`src/rtl/rxrd_pkg.sv`:
```
package rxrd_pkg;
    localparam int WORD_W = 32;
    localparam int HALF_W = WORD_W / 2;

    typedef logic [WORD_W-1:0] word_t;
    typedef logic [HALF_W-1:0] half_t;

    typedef enum logic {
        HALF_LO = 1'b0,
        HALF_HI = 1'b1
    } half_sel_e;

    typedef struct packed {
        logic hi;
        logic lo;
    } rd_mask_t;

    typedef struct packed {
        logic  we;
        logic  done;
        half_t data;
    } fifo_wr_t;

    function automatic half_t pick_half(word_t w, half_sel_e s);
        return (s == HALF_HI) ? w[WORD_W-1:HALF_W] : w[HALF_W-1:0];
    endfunction

    function automatic rd_mask_t mark_read(rd_mask_t m, half_sel_e s);
        rd_mask_t r;
        r = m;
        if (s == HALF_HI) r.hi = 1'b1;
        else              r.lo = 1'b1;
        return r;
    endfunction
endpackage

```
`src/rtl/rxrd_hold.sv`:
```
module rxrd_hold
    import rxrd_pkg::*;
(
    input  logic      clk,
    input  logic      clr,
    input  logic      word_valid,
    input  word_t     word_in,
    input  logic      rd_en,
    input  half_sel_e half_sel,
    output word_t     held,
    output logic      have_word
);
    rd_mask_t mask_q;
    rd_mask_t mask_nx;

    always_comb mask_nx = mark_read(mask_q, half_sel);

    always_ff @(posedge clk) begin
        if (clr) begin
            held      <= '0;
            have_word <= 1'b0;
            mask_q    <= '0;
        end else if (word_valid) begin
            held      <= word_in;
            have_word <= 1'b1;
            mask_q    <= '0;
        end else if (rd_en && have_word) begin
            if (mask_nx.lo && mask_nx.hi) begin
                have_word <= 1'b0;
                mask_q    <= '0;
            end else begin
                mask_q    <= mask_nx;
            end
        end
    end

    assert_capture_R1: assert property (@(posedge clk) disable iff (clr)
        word_valid |=> (have_word && held == $past(word_in)));

    assert_hold_idle_R4: assert property (@(posedge clk) disable iff (clr)
        (have_word && !word_valid && !rd_en) |=> have_word);
endmodule

```
`src/rtl/rxrd_repeat.sv`:
```
module rxrd_repeat
    import rxrd_pkg::*;
(
    input  logic     clk,
    input  logic     clr,
    input  logic     new_word,
    input  logic     rd_en,
    input  logic     load_lo,
    input  logic     load_hi,
    input  half_t    bus_half,
    output fifo_wr_t wr,
    output logic     order_err
);
    logic lo_pend;

    always_ff @(posedge clk) begin
        if (clr) begin
            wr        <= '0;
            lo_pend   <= 1'b0;
            order_err <= 1'b0;
        end else begin
            wr.we   <= 1'b0;
            wr.done <= 1'b0;
            if (rd_en) begin
                unique case ({load_hi, load_lo})
                    2'b01: begin
                        wr.we   <= 1'b1;
                        wr.data <= bus_half;
                        lo_pend <= 1'b1;
                    end
                    2'b10: begin
                        if (lo_pend) begin
                            wr.we   <= 1'b1;
                            wr.done <= 1'b1;
                            wr.data <= bus_half;
                            lo_pend <= 1'b0;
                        end else begin
                            order_err <= 1'b1;
                        end
                    end
                    2'b11:   order_err <= 1'b1;
                    default: ;
                endcase
            end
            if (new_word) lo_pend <= 1'b0;
        end
    end

    assert_done_with_write_R6: assert property (@(posedge clk) disable iff (clr)
        wr.done |-> wr.we);

    assert_write_needs_strobe_R5: assert property (@(posedge clk) disable iff (clr)
        wr.we |-> $past(rd_en));

    assert_err_sticky_R7: assert property (@(posedge clk) disable iff (clr)
        order_err |=> order_err);

    assert_hi_first_R7: assert property (@(posedge clk) disable iff (clr)
        (rd_en && load_hi && !load_lo && !lo_pend) |=> (!wr.we && order_err));
endmodule

```
`src/rtl/rx_halfword_readout.sv`:
```
module rx_halfword_readout
    import rxrd_pkg::*;
(
    input  logic              clk,
    input  logic              rst,
    input  logic              mreset,
    input  logic [WORD_W-1:0] word_in,
    input  logic              word_valid,
    input  logic              half_sel,
    input  logic              rd_en,
    input  logic              load_lo,
    input  logic              load_hi,
    output logic              ready_n,
    output logic [HALF_W-1:0] bus_data,
    output logic              bus_oe,
    output logic              fifo_we,
    output logic [HALF_W-1:0] fifo_wdata,
    output logic              fifo_word_done,
    output logic              order_err
);
    logic      clr;
    word_t     held;
    logic      have_word;
    half_t     sel_half;
    half_sel_e sel_e;
    fifo_wr_t  wr;

    assign clr   = rst | mreset;
    assign sel_e = half_sel_e'(half_sel);

    rxrd_hold u_hold (
        .clk        (clk),
        .clr        (clr),
        .word_valid (word_valid),
        .word_in    (word_in),
        .rd_en      (rd_en),
        .half_sel   (sel_e),
        .held       (held),
        .have_word  (have_word)
    );

    assign sel_half = pick_half(held, sel_e);

    rxrd_repeat u_rep (
        .clk       (clk),
        .clr       (clr),
        .new_word  (word_valid),
        .rd_en     (rd_en),
        .load_lo   (load_lo),
        .load_hi   (load_hi),
        .bus_half  (sel_half),
        .wr        (wr),
        .order_err (order_err)
    );

    assign ready_n        = ~have_word;
    assign bus_oe         = rd_en;
    assign bus_data       = rd_en ? sel_half : '0;
    assign fifo_we        = wr.we;
    assign fifo_wdata     = wr.data;
    assign fifo_word_done = wr.done;

    assert_mreset_R8: assert property (@(posedge clk) disable iff (rst)
        mreset |=> (ready_n && !order_err && !fifo_we));

    assert_bus_quiet_R3: assert property (@(posedge clk) disable iff (clr)
        !bus_oe |-> (bus_data == '0));
endmodule

```
`config.mk`:
```
export PLATFORM = sky130hd
export DESIGN_NAME = rx_halfword_readout
export DESIGN_NICKNAME = d
export VERILOG_FILES = /design/src/rtl/rxrd_pkg.sv /design/src/rtl/rxrd_hold.sv /design/src/rtl/rxrd_repeat.sv /design/src/rtl/rx_halfword_readout.sv
export SDC_FILE = /design/constraint.sdc
export NUM_CORES = 1
export LEC_CHECK = 0
export ABC_AREA = 1
export BUFFER_PORTS_ARGS = -buffer_cell sky130_fd_sc_hd__buf_4
export CORE_MARGIN = 3
export CORE_UTILIZATION = 49
export DETAILED_ROUTE_END_ITERATION = 16
export PLACE_DENSITY_LB_ADDON = 0.05
export SYNTH_ARGS = -nofsm -noshare
export SYNTH_HDL_FRONTEND = slang
export SYNTH_SLANG_ARGS = --single-unit
```
`constraint.sdc`:
```
create_clock -name clk -period 1.7 [get_ports clk]
set_clock_uncertainty 0.1 [all_clocks]
set_input_delay 0.34 -clock clk [delete_from_list [all_inputs] [get_ports clk]]
set_output_delay 0.34 -clock clk [all_outputs]
set_load 0.005 [all_outputs]
```
# Yosys cells after proc, flatten, opt, wreduce, memory -nomap -nowiden
# Index checks and enable logic that the tools add are counted.
# op_classes
n_bitwise	4
reduce_logical	13
add_sub_neg	0
div_mod_pow	0
magnitude_cmp	0
n_mul	0
n_eq_ne	5
muxes	14
n_shift	0
# ops
op	n
$mux 16	2
$pmux 16 s2	1
$mux 18	1
$reduce_bool 2->1	4
$mux 1	6
$pmux 1 s2	3
$reduce_and 3->1	2
$eq 2x2->1 const B	2
$reduce_and 2->1	2
$reduce_or 2->1	2
$not 1->1	3
$reduce_or 3->1	1
$eq 2x1->1 const B	1
$logic_and 1x1->1	2
$mux 2	1
$ne 2x1->1 const B	1
$ne 2x2->1 const B	1
$or 1x1->1	1
# totals
n_memories	0
in_bits	40
elab_cells	45
register_bits	55
output_inout_bits	37
rom_bits	0
ramBits	0
latch_bits	0

# Logic depth before layout (Yosys ltp)
# Gate-level depths: netlist of the first run.
# logic_depth
depth_word	5
mapped_depth	9
depth_no_buf	8

# Cells and area by module
# Synthesis of the first run repeated with hierarchy kept, for this count alone.
# hier_totals
cells_unflattened	426
area_unflattened_um2	2844.0
# modules_own_cells
module	area_each_um2	n_inst	seq_area_each_um2	cells_per_inst
rxrd_hold	1258.7	1	700.7	157
rxrd_repeat	1014.7	1	400.4	148
rx_halfword_readout	570.5	1	0.0	121

# Worst setup path before layout of the first run
# No wires, ideal clock.
# synth_path
kind	input port to flip-flop
start	input port load_lo
end	register u_rep.wr[10] (netlist name)
stages	9
path_slack_ns	0.295
required_time_ns	1.464
n_path_buf	1
setup_time_ns	0.136
arrival_ns	1.169
path_cell_list	inv_1 > ha_1 > inv_1 > nand2_1 > nand2_1 > nand2_2 > buf_4 > nand2_1 > a21oi_2
# synth_between
elab_chain_cells	3
elab_cells_between_ends	6
classes_between	3 x eq/ne; 1 x mux; 2 x reduce/logical
# synth_rtl
element	line	source
start: declaration	rx_halfword_readout.sv:11	input logic load_lo,
$eq 2x2->1 / $eq 2x1->1 (equally long branches)	rxrd_repeat.sv:25	unique case ({load_hi, load_lo})
$ne 2x1->1 (no line) / $reduce_bool 2->1 (equally long branches)	--	
$reduce_and 3->1 (no line)	--	
# Several ways; a longest one is shown, not always the timed one.
# A chain may end at the register's enable or synchronous reset.

# Worst setup path after layout of the first run
# layout_path
start	input port half_sel
end	output port bus_data[7]
# layout_between
elab_chain_cells	2
# layout_rtl
element	line	source
start: declaration	rx_halfword_readout.sv:9	input logic half_sel,
$mux 16	rxrd_pkg.sv:25	return (s == HALF_HI) ? w[WORD_W-1:HALF_W] : w[HALF_W-1:0];
$mux 16	rx_halfword_readout.sv:58	assign bus_data = rd_en ? sel_half : '0;
end: declaration	rx_halfword_readout.sv:14	output logic [HALF_W-1:0] bus_data,
# Every way passes these cells.

==> results of run 1 <==
## cells in the mapped netlist
library cell | instances | area share
nand2_2 | 2 | 0.0055
buf_6 | 3 | 0.015
buf_4 | 2 | 0.0066
inv_1 | 10 | 0.016
nand3_1 | 1 | 0.0022
nor3_1 | 1 | 0.0022
nor2_1 | 37 | 0.061
a21oi_1 | 44 | 0.097
a21oi_4 | 1 | 0.0071
nor2_2 | 1 | 0.0027
a211oi_1 | 3 | 0.0099
buf_2 | 6 | 0.013
o211ai_1 | 1 | 0.0033
o21ai_0 | 15 | 0.033
a21oi_2 | 7 | 0.027
dfxtp_1 | 55 | 0.48
nor4_1 | 1 | 0.0027
nand2_1 | 104 | 0.17
clkbuf_1 | 8 | 0.013
inv_2 | 1 | 0.0016
ha_1 | 4 | 0.022
o21ai_1 | 1 | 0.0022
clkinv_1 | 2 | 0.0033
## how the worst max path moves through the flow
stage	start	to	slack [ns]	cells after the start
after floorplan	load_lo	u_rep.wr[10]	0.29	9
after global placement	load_lo	u_rep.wr[15]	0.05	9
after global routing	half_sel	bus_data[8]	0.006	5
final	half_sel	bus_data[7]	0.05	5
after CTS	half_sel	bus_data[7]	0.07	5
after detailed placement	load_lo	u_rep.wr[9]	0.007	9
## state kept, by name, indices dropped and copies added (netlist names)
register and cells:
u_hold.held 32, u_rep.wr 18, u_hold.mask_q 2, u_hold.have_word 1, u_rep.lo_pend 1, u_rep.order_err 1
## routing by layer
layer | share of wire | track usage | up-vias
met5 | 0 | 0 | -
met4 | 0.013 | 0.0652 | 0
met3 | 0.066 | 0.0541 | 6
met2 | 0.46 | 0.324 | 55
met1 | 0.46 | 0.299 | 958
li1 | - | - | 1125
## where the power goes
| group | internal, mW | switching, mW |
|---|---|---|
| Sequential | 1.32 | 0.0154 |
| Combinational | 0.145 | 0.168 |
| Clock | 0.373 | 0.410 |
## worst max-delay path, delay by kind of cell
kind | cells | cell delay (ns)
buffers and inverters | 3 | 0.60
AND/OR/NAND/NOR | 2 | 0.28
## cells in the final DEF (no fill, tap or decap)
master,Yosys,routed
inv_1,10,10
buf_12,0,2
a211oi_1,3,3
clkbuf_8,0,7
o21ai_0,15,15
nor2_2,1,1
inv_2,1,1
clkinv_1,2,2
nor2_1,37,37
o21ai_1,1,1
dfxtp_1,55,55
buf_4,2,79
o211ai_1,1,1
clkbuf_1,8,1
a21oi_1,44,44
nand2_1,104,104
nor3_1,1,1
nand3_1,1,1
nand2_2,2,2
a21oi_2,7,7
a21oi_4,1,1
ha_1,4,4
nor4_1,1,1
## logic make-up (layout without fill, tap and decap cells)
group,count (synthesis),in the layout
and+or+nand+nor,147,147
AOI/OAI and AO/OA,72,72
adders and majority gates,4,4
buffers and inverters,32,102
DFF,55,55
## per-stage QoR
stage,utilization,hold slack [ns],area (um^2)
after floorplan,-,0.337,2280
after global placement,0.650,0.342,2870
after detailed placement,0.650,0.348,2870
after CTS,0.673,0.179,2970
after global routing,0.673,0.180,2970
final,0.673,0.183,2970
## final cells by class
type	instances	area, um^2
clock buffer	8	100
fill	430	1440
inverter	13	48.8
multi-input combinational	223	1020
sequential	55	1100
tap	52	65.1
timing repair buffer	81	633
==> summary.txt, run 1 <==
CTS
  • Register clock-pin slew on the reported worst setup and hold paths: roughly 0.090 ns
  • Post-CTS Setup Bufs: 0
  • Post-CTS Hold Fix Bufs: 0
  • Number of gates resized after cts: 0
  • Number of buffers on the longest clock path: 2
  • CTS Root Cell: clkbuf_8
  • Clock latency on the worst-skew pair: 0.31 ns
  • H-tree levels: 2
  • Total number of clock tree sinks: 55
  • Inserted Clock Buffers: 5
  • TritonCTS clock tree: built

Setup path
  • Critical Path Sink Type: primary output
  • Length in cells of the worst reg-to-reg path: 5
  • CP max stage delay: 0.27 ns
  • Critical path peak fanout: 18
  • Critical path required time: 1.26 ns
  • FF-to-FF Start: u_rep.lo_pend
  • Highest-delay cell along the critical path: inv_2
  • Critical Path Source Type: input port
  • Start-to-end type of the worst setup path: input port to primary output
  • Arrival time of data at the critical path endpoint: around 1.2 ns
  • Destination of the worst register-to-register timing path: u_rep.wr[15]
  • Worst setup slack for register-to-register paths: between 0.4 and 0.5 ns
  • CP Cell Sequence: buf_4 > inv_2 > nor2_1 > nor2_1 > buf_4

Timing
  • Max-slew violation count: 0
  • Final hold violation count: 0
  • Clock period minus final worst setup slack: 1.65 ns
  • Share of the clock period used by the worst path: 0.973
  • Final worst slack: 0.0456 ns
  • RSZ-0062 raised after global routing: false
  • Worst rel slew slack: 0.765
  • Total Negative Setup Slacks: 0 ns
  • Final setup vio count: 0
  • Pin slew with the least headroom to its limit: 0.351 ns
  • Upper clock frequency limit: 0.604 GHz

Job
  • Max-cap viol count: 0

Detailed routing
  • First-pass DRT Iterations: 5
  • Drt first-iter violations: 138
  • DRC violations left: 0
  • Routed length per instance: 13.1 um
  • Post-detailed-route count of antenna-violating nets: 0
  • Via count: roughly 2100
  • DR vias/cell: a little under 5
  • Total length of routed wires: between 5000 and 6000 um

Floorplanning
  • Effective utilization at floorplan: 0.517
  • Standard-cell rows: 24
  • IO Count: 77
  • Die boundary width: 74.2 um
  • Full die area: 5510 um^2
  • Chip Height: 74.2 um
  • Floorplan core area: 4410 um^2

Power and ir drop
  • Static leakage: approximately 1.3 nW
  • Total power draw: approximately 2.4 mW
  • Power Dens Cells: 817 nW/um^2
  • Max rail drop VDD: 0.420 mV

Synthesis
  • Number of distinct library cells after synthesis: 23
  • Share of the synthesized netlist area taken by xor and xnor gates: 0
  • Arithmetic-cell share of the synthesized area counting full adders, half adders and majority gates: 0.0219
  • Post-synthesis average cell area: 7.36 um^2
  • Post-synthesis simple-gate area fraction: 0.247
  • Cell count after synthesis: 310
  • Sequential-to-total area share from yosys stat: 0.483
  • Compound-gate portion of the synthesized area: 0.179
  • Synth Net Count: roughly 350
  • Post-synthesis instance area: 2280 um^2
  • Synth Warn #: 0
  • Largest family of logic cells by synthesized area: simple AND/OR/NAND/NOR gates
  • Portion of netlist area occupied by mux cells: 0
  • Number of storage elements in the synthesis netlist: 55

GRT
  • Antenna violations before repair: 0
  • Vias in the first global route: 1894
  • GR Util All Layers: 0.213
  • Congestion Overflow GR: 0
  • Maximum number of pins on one net before global-route repair: 50
  • Global-route wire length before repair: 9000 um

Placed design
  • IO Port Bufs: 76
  • Number of cells after detailed placement: about 420
  • Minimum setup slack after placement: 0.00691 ns
  • Final weighted congestion in routability-driven placement: 0.825
  • Final HPWL from detailed placement: just under 4000 um

Min path
  • WHS Path Cells: 3
  • Worst hold path startpoint: word_in[13]
  • Class of the tightest hold or removal check: input port to flop
  • Hold path endpoint: u_hold.held[13]

Cells and area
  • Area grow syn2layout: 30.2%
  • Non-filler instance count after layout: 432
  • Number of inserted diodes: 0
  • Post-layout net count: between 400 and 500
  • Fraction of final layout cells with drive strength greater than 1: 0.263

Status
  • Outcome: completed
Power figures use the tool's default switching activity.
==> run 2, diff against run 1 <==
CTS_BUF_LIST = sky130_fd_sc_hd__clkbuf_16   (was not set)
==> run 2 against run 1 <==
Effect of this change: clock power rose by 23%; sequential power about the same; clock-buffer cell count down 3; via count grew 1.8%; global-route usage is 0.25 points higher; power grew 7.6%; worst hold slack improved by 0.028 ns; maximum frequency grew 6.2%; largest cell class unchanged.
==> summary.txt, run 2 (synthesized netlist as in run 1, its figures left out) <==
Status
  • Outcome: completed

CTS
  • Post-CTS Hold Fix Bufs: 0
  • Number of buffers on the longest clock path: 2
  • H-tree levels: 2
  • Post-CTS Setup Bufs: 0
  • Register clock-pin slew on the reported worst setup and hold paths: approximately 0.070 ns
  • Total number of clock tree sinks: 55
  • TritonCTS clock tree: built
  • CTS Root Cell: clkbuf_16
  • Inserted Clock Buffers: 5
  • Clock latency on the worst-skew pair: 0.29 ns

Setup path
  • Critical path peak fanout: 2
  • Start-to-end type of the worst setup path: flop to primary output
  • Worst setup slack for register-to-register paths: 0.41 ns
  • Arrival time of data at the critical path endpoint: 1.12 ns
  • Critical path required time: 1.26 ns
  • FF-to-FF Start: u_rep.lo_pend
  • Critical Path Sink Type: primary output
  • Critical Path Source Type: flop
  • Destination of the worst register-to-register timing path: u_rep.wr[10]
  • Launch point of the critical path: u_hold.held[5]
  • Worst setup path end: bus_data[5]
  • Length in cells of the worst reg-to-reg path: 5

Placed design
  • Final weighted congestion in routability-driven placement: 0.825
  • Final HPWL from detailed placement: 3910 um
  • IO Port Bufs: 76
  • Placed cell areas: approximately 2900 um^2

Detailed routing
  • DR vias/cell: 5.05
  • Met1 wire length: approximately 2600 um
  • First-pass DRT Iterations: 4
  • Top layer used by detailed routing: met4
  • DRC violations left: 0
  • Drt first-iter violations: 93
  • Total length of routed wires: 5810 um
  • Met3 WL post-DR: 379 um
  • Routed length per instance: 13.4 um
  • Via count: approximately 2200
  • Met2 WL post-DR: 2760 um
  • Post-detailed-route count of antenna-violating nets: 0

Power and ir drop
  • Static leakage: 1.28 nW
  • Switching part of the total power: 0.236
  • Net Sw Power: 0.618 mW
  • Internal power: 1.99 mW
  • Power Dens Cells: 868 nW/um^2
  • Share of power burned in registers: 0.511
  • Max rail drop VDD: between 0.5 and 0.6 mV
  • Clock share of power: 0.369
  • Power share of the combinational group: 0.121

Timing
  • Worst rel slew slack: 0.772
  • Final hold violation count: 0
  • RSZ-0062 raised after global routing: false
  • Pin slew with the least headroom to its limit: 0.341 ns
  • Share of the clock period used by the worst path: 0.916
  • Total Negative Setup Slacks: 0 ns
  • Final setup vio count: 0
  • Clock period minus final worst setup slack: 1.56 ns
  • Max-slew violation count: 0
  • Upper clock frequency limit: 0.642 GHz

Cells and area
  • Post-layout net count: 423
  • Largest Register: u_hold.held
  • Number of inserted diodes: 0
  • Final Instance Area: 3010 um^2
  • Highest-count cells in the layout ignoring fill and taps: 104 x nand2_1, 79 x buf_4, 55 x dfxtp_1
  • Fraction of final layout cells with drive strength greater than 1: 0.258
  • Flip-flop count of the largest register, all copies and words added: 32
  • Most common cell after layout, fill and taps aside: nand2_1
  • Largest registers: u_hold.held (32), u_rep.wr (18), u_hold.mask_q (2)
  • Area grow syn2layout: 31.9%

Floorplanning
  • IO Count: a little under 80
  • Die boundary width: 74.2 um
  • Floorplan core area: 4410 um^2
  • Effective utilization at floorplan: 0.517
  • Standard-cell rows: 24
  • Chip Height: 74.2 um
  • Full die area: 5510 um^2

GRT
  • Global-route wire length before repair: 9200 um
  • GR Util All Layers: 0.216
  • Congestion Overflow GR: 0
  • Antenna violations before repair: 0
  • Vias in the first global route: 1955
  • Maximum number of pins on one net before global-route repair: 50

Min path
  • Class of the tightest hold or removal check: input port to flop

Job
  • Max-cap viol count: 0
[run 2: cell type report]
class | instances | area (um^2)
clock buffers | 5 | 125
inverters | 13 | 51.3
well taps | 52 | 65.1
multi-input cells | 223 | 1020
repair buffers | 81 | 633
clock inverters | 3 | 11.3
flip-flops and latches | 55 | 1100
fillers | 420 | 1410
[run 2: worst min path at each step]
| stage | start | endpoint | slack, ns | depth (start not counted) |
|---|---|---|---|---|
| 6_report | word_in[13] | u_hold.held[13] | 0.21 | 3 |
| 3_3_place_gp | u_rep.order_err | u_rep.order_err | 0.34 | 2 |
| 4_1_cts | word_in[9] | u_hold.held[9] | 0.21 | 3 |
| 5_1_grt | word_in[13] | u_hold.held[13] | 0.21 | 3 |
| 2_1_floorplan | u_hold.held[10] | u_hold.held[10] | 0.34 | 2 |
| 3_5_place_dp | u_rep.order_err | u_rep.order_err | 0.35 | 2 |
[run 2: stage by stage]
stage	total power, mW	std cells	utilization	worst slack (ns)	hold slack (ns)
floorplan	1.52	310	-	0.295	0.337
global placement	1.67	424	0.650	0.0547	0.342
detailed placement	1.68	424	0.650	0.00691	0.348
CTS	2.63	432	0.681	0.0579	0.207
global route	2.71	432	0.682	0.0785	0.207
finish	2.61	432	0.682	0.142	0.211
[run 2: power by group through the flow]
stage                     Combinational (mW)  Clock [mW]  Sequential [mW]
final                                  0.315       0.963             1.33
after global routing                   0.351        1.03             1.34
after CTS                              0.317       0.976             1.33
after detailed placement               0.314           0             1.36
after global placement                 0.311           0             1.36
after floorplan                        0.165           0             1.36
[run 2: layer usage]
| layer | GRT usage | vias up |
|---|---|---|
| met5 | 0 | - |
| met4 | 0.0553 | 0 |
| met3 | 0.0500 | 6 |
| met2 | 0.352 | 64 |
| met1 | 0.289 | 983 |
| li1 | - | 1130 |
[run 2: worst max-delay path, cell delays in order (launching register included)]
cell and delay [ns]:
dfxtp_1 0.31, o21ai_0 0.28, nor2_1 0.10, buf_4 0.15
[run 2: what timing repair did]
action / 4_1_cts / 5_1_grt
gates resized for setup: 0 / 2
endpoints found under the hold margin: 0 / 0
endpoints found under the setup margin: 0 / 1
==> run 3, diff against run 2 <==
PLACE_DENSITY = 0.83   (was not set)
PLACE_DENSITY_LB_ADDON = not set   (was 0.05)
REMOVE_ABC_BUFFERS = 1   (was not set)
==> run 3 against run 2 <==
Effect of this change: clock power is 4% higher; highest routed layer unchanged; via count is 0.64% lower; final area is 0.21% lower; worst hold slack worse by 0.016 ns; power is 1.1% higher.
==> summary.txt, run 3 (synthesized netlist as in run 1, its figures left out) <==
CTS
  • Clock latency on the worst-skew pair: just under 0.3 ns
  • CTS Root Cell: clkbuf_16
  • Post-CTS Hold Fix Bufs: 0
  • Post-CTS Setup Bufs: 0
  • Number of buffers on the longest clock path: 2
  • Inserted Clock Buffers: 5
  • TritonCTS clock tree: built
  • Total number of clock tree sinks: 55
  • H-tree levels: 2
  • Register clock-pin slew on the reported worst setup and hold paths: 0.07 ns
  • Number of gates resized after cts: 0

GRT
  • Maximum number of pins on one net before global-route repair: 35
  • Antenna violations before repair: 0
  • Vias in the first global route: 2050
  • GR Util All Layers: 0.209
  • Global-route wire length before repair: 8910 um
  • Congestion Overflow GR: 0

Setup path
  • FF-to-FF Start: u_rep.lo_pend
  • Highest-delay cell along the critical path: inv_2
  • Launch point of the critical path: half_sel
  • Start-to-end type of the worst setup path: input port to primary output
  • Arrival time of data at the critical path endpoint: 1.15 ns
  • Critical Path Source Type: input port
  • CP Cell Sequence: buf_4 > inv_2 > nor2_1 > nor2_1 > buf_4
  • Critical path required time: 1.26 ns
  • CP max stage delay: 0.26 ns
  • Critical Path Sink Type: primary output
  • Critical path peak fanout: 17

Detailed routing
  • Drt first-iter violations: 147
  • Total length of routed wires: 5540 um
  • Via count: between 2000 and 2500
  • Post-detailed-route count of antenna-violating nets: 0
  • DR vias/cell: 5.02
  • First-pass DRT Iterations: 4
  • Routed length per instance: about 13 um
  • DRC violations left: 0

Placed design
  • Final HPWL from detailed placement: roughly 3800 um
  • Placed cell areas: ~2900 um^2
  • Final weighted congestion in routability-driven placement: 0.766
  • IO Port Bufs: 76

Cells and area
  • Largest Register: u_hold.held
  • Highest-count cells in the layout ignoring fill and taps: 104 x nand2_1, 80 x buf_4, 55 x dfxtp_1
  • Largest registers: u_hold.held (32), u_rep.wr (18), u_hold.mask_q (2)
  • Flip-flop count of the largest register, all copies and words added: 32
  • Layout fillers: 377
  • Final Instance Area: about 3000 um^2
  • Number of inserted diodes: 0
  • Area grow syn2layout: 31.7%
  • Post-layout net count: 423
  • Utilization after layout: 0.680
  • Fraction of final layout cells with drive strength greater than 1: 0.263
  • Most common cell after layout, fill and taps aside: nand2_1

Job
  • Max-cap viol count: 0

Floorplanning
  • Full die area: 5510 um^2
  • Effective utilization at floorplan: 0.517
  • Chip Height: 74.2 um
  • Standard-cell rows: 24
  • Die boundary width: 74.2 um
  • Floorplan core area: 4410 um^2
  • IO Count: 77

Timing
  • Upper clock frequency limit: 0.629 GHz
  • Share of the clock period used by the worst path: 0.935
  • Worst rel slew slack: 0.678
  • Max-slew violation count: 0
  • RSZ-0062 raised after global routing: false
  • Final hold violation count: 0
  • Clock period minus final worst setup slack: between 1.5 and 2 ns
  • Pin slew with the least headroom to its limit: 0.482 ns
  • Final setup vio count: 0

Status
  • Outcome: completed

Power and ir drop
  • Power Dens Cells: ~900 nW/um^2
  • Max rail drop VDD: 0.686 mV
  • Static leakage: 1.27 nW

Min path
  • Class of the tightest hold or removal check: input port to flop
  • Worst hold path startpoint: word_in[16]
## run 3: cell count changes in the layout (fill, tap and decap cells not counted), sizes merged
cell      before  now
clkinvlp       0    1
inv           12   11
## run 3: final timing paths
path	to	slack, ns	depth (start not counted)
min	u_hold.held[16]	0.20	3
max reg2reg	u_rep.wr[6]	0.31	4
max	bus_data[10]	0.11	5
min reg2reg	u_hold.held[11]	0.36	2
## run 3: power by group
group	leakage [nW]	internal, mW	total (mW)	switching, mW
Combinational	0.758	0.142	0.308	0.166
Clock	0.0674	0.544	1.00	0.458
Sequential	0.446	1.32	1.33	0.0143
Total	1.27	2.00	2.64	0.638
## run 3: worst max-delay path, delay by kind of cell
family | cells | cell delay (ns)
buffers and inverters | 3 | 0.55
and+or+nand+nor | 2 | 0.26
## run 3: metal layers
metal	part of all wire	global-route usage
met4	0.014	0.0830
met3	0.079	0.0568
met2	0.48	0.348
met5	0	0
met1	0.43	0.258
## run 3: layout make-up
| type | count | area [um^2] | share of cell area |
|---|---|---|---|
| Clock buffer | 5 | 125 | 0.0417 |
| Clock inverter | 3 | 20.0 | 0.00667 |
| Inverter | 13 | 48.8 | 0.0162 |
| Multi-Input combinational cell | 223 | 1020 | 0.340 |
| Sequential cell | 55 | 1100 | 0.367 |
| Tap cell | 52 | 65.1 | 0.0217 |
| Timing Repair Buffer | 81 | 621 | 0.207 |
## run 3: through the flow
stage               std cells  setup TNS, ns  hold WS (ns)  total power [mW]  setup slack, ns
floorplan                 291          -3.74         0.338              1.49           -0.204
global placement          424              0         0.340              1.66           0.0538
global route              432              0         0.205              2.74           0.0347
CTS                       432              0         0.191              2.66           0.0936
finish                    432              0         0.195              2.64            0.111
detailed placement        424         -0.147         0.348              1.67          -0.0329
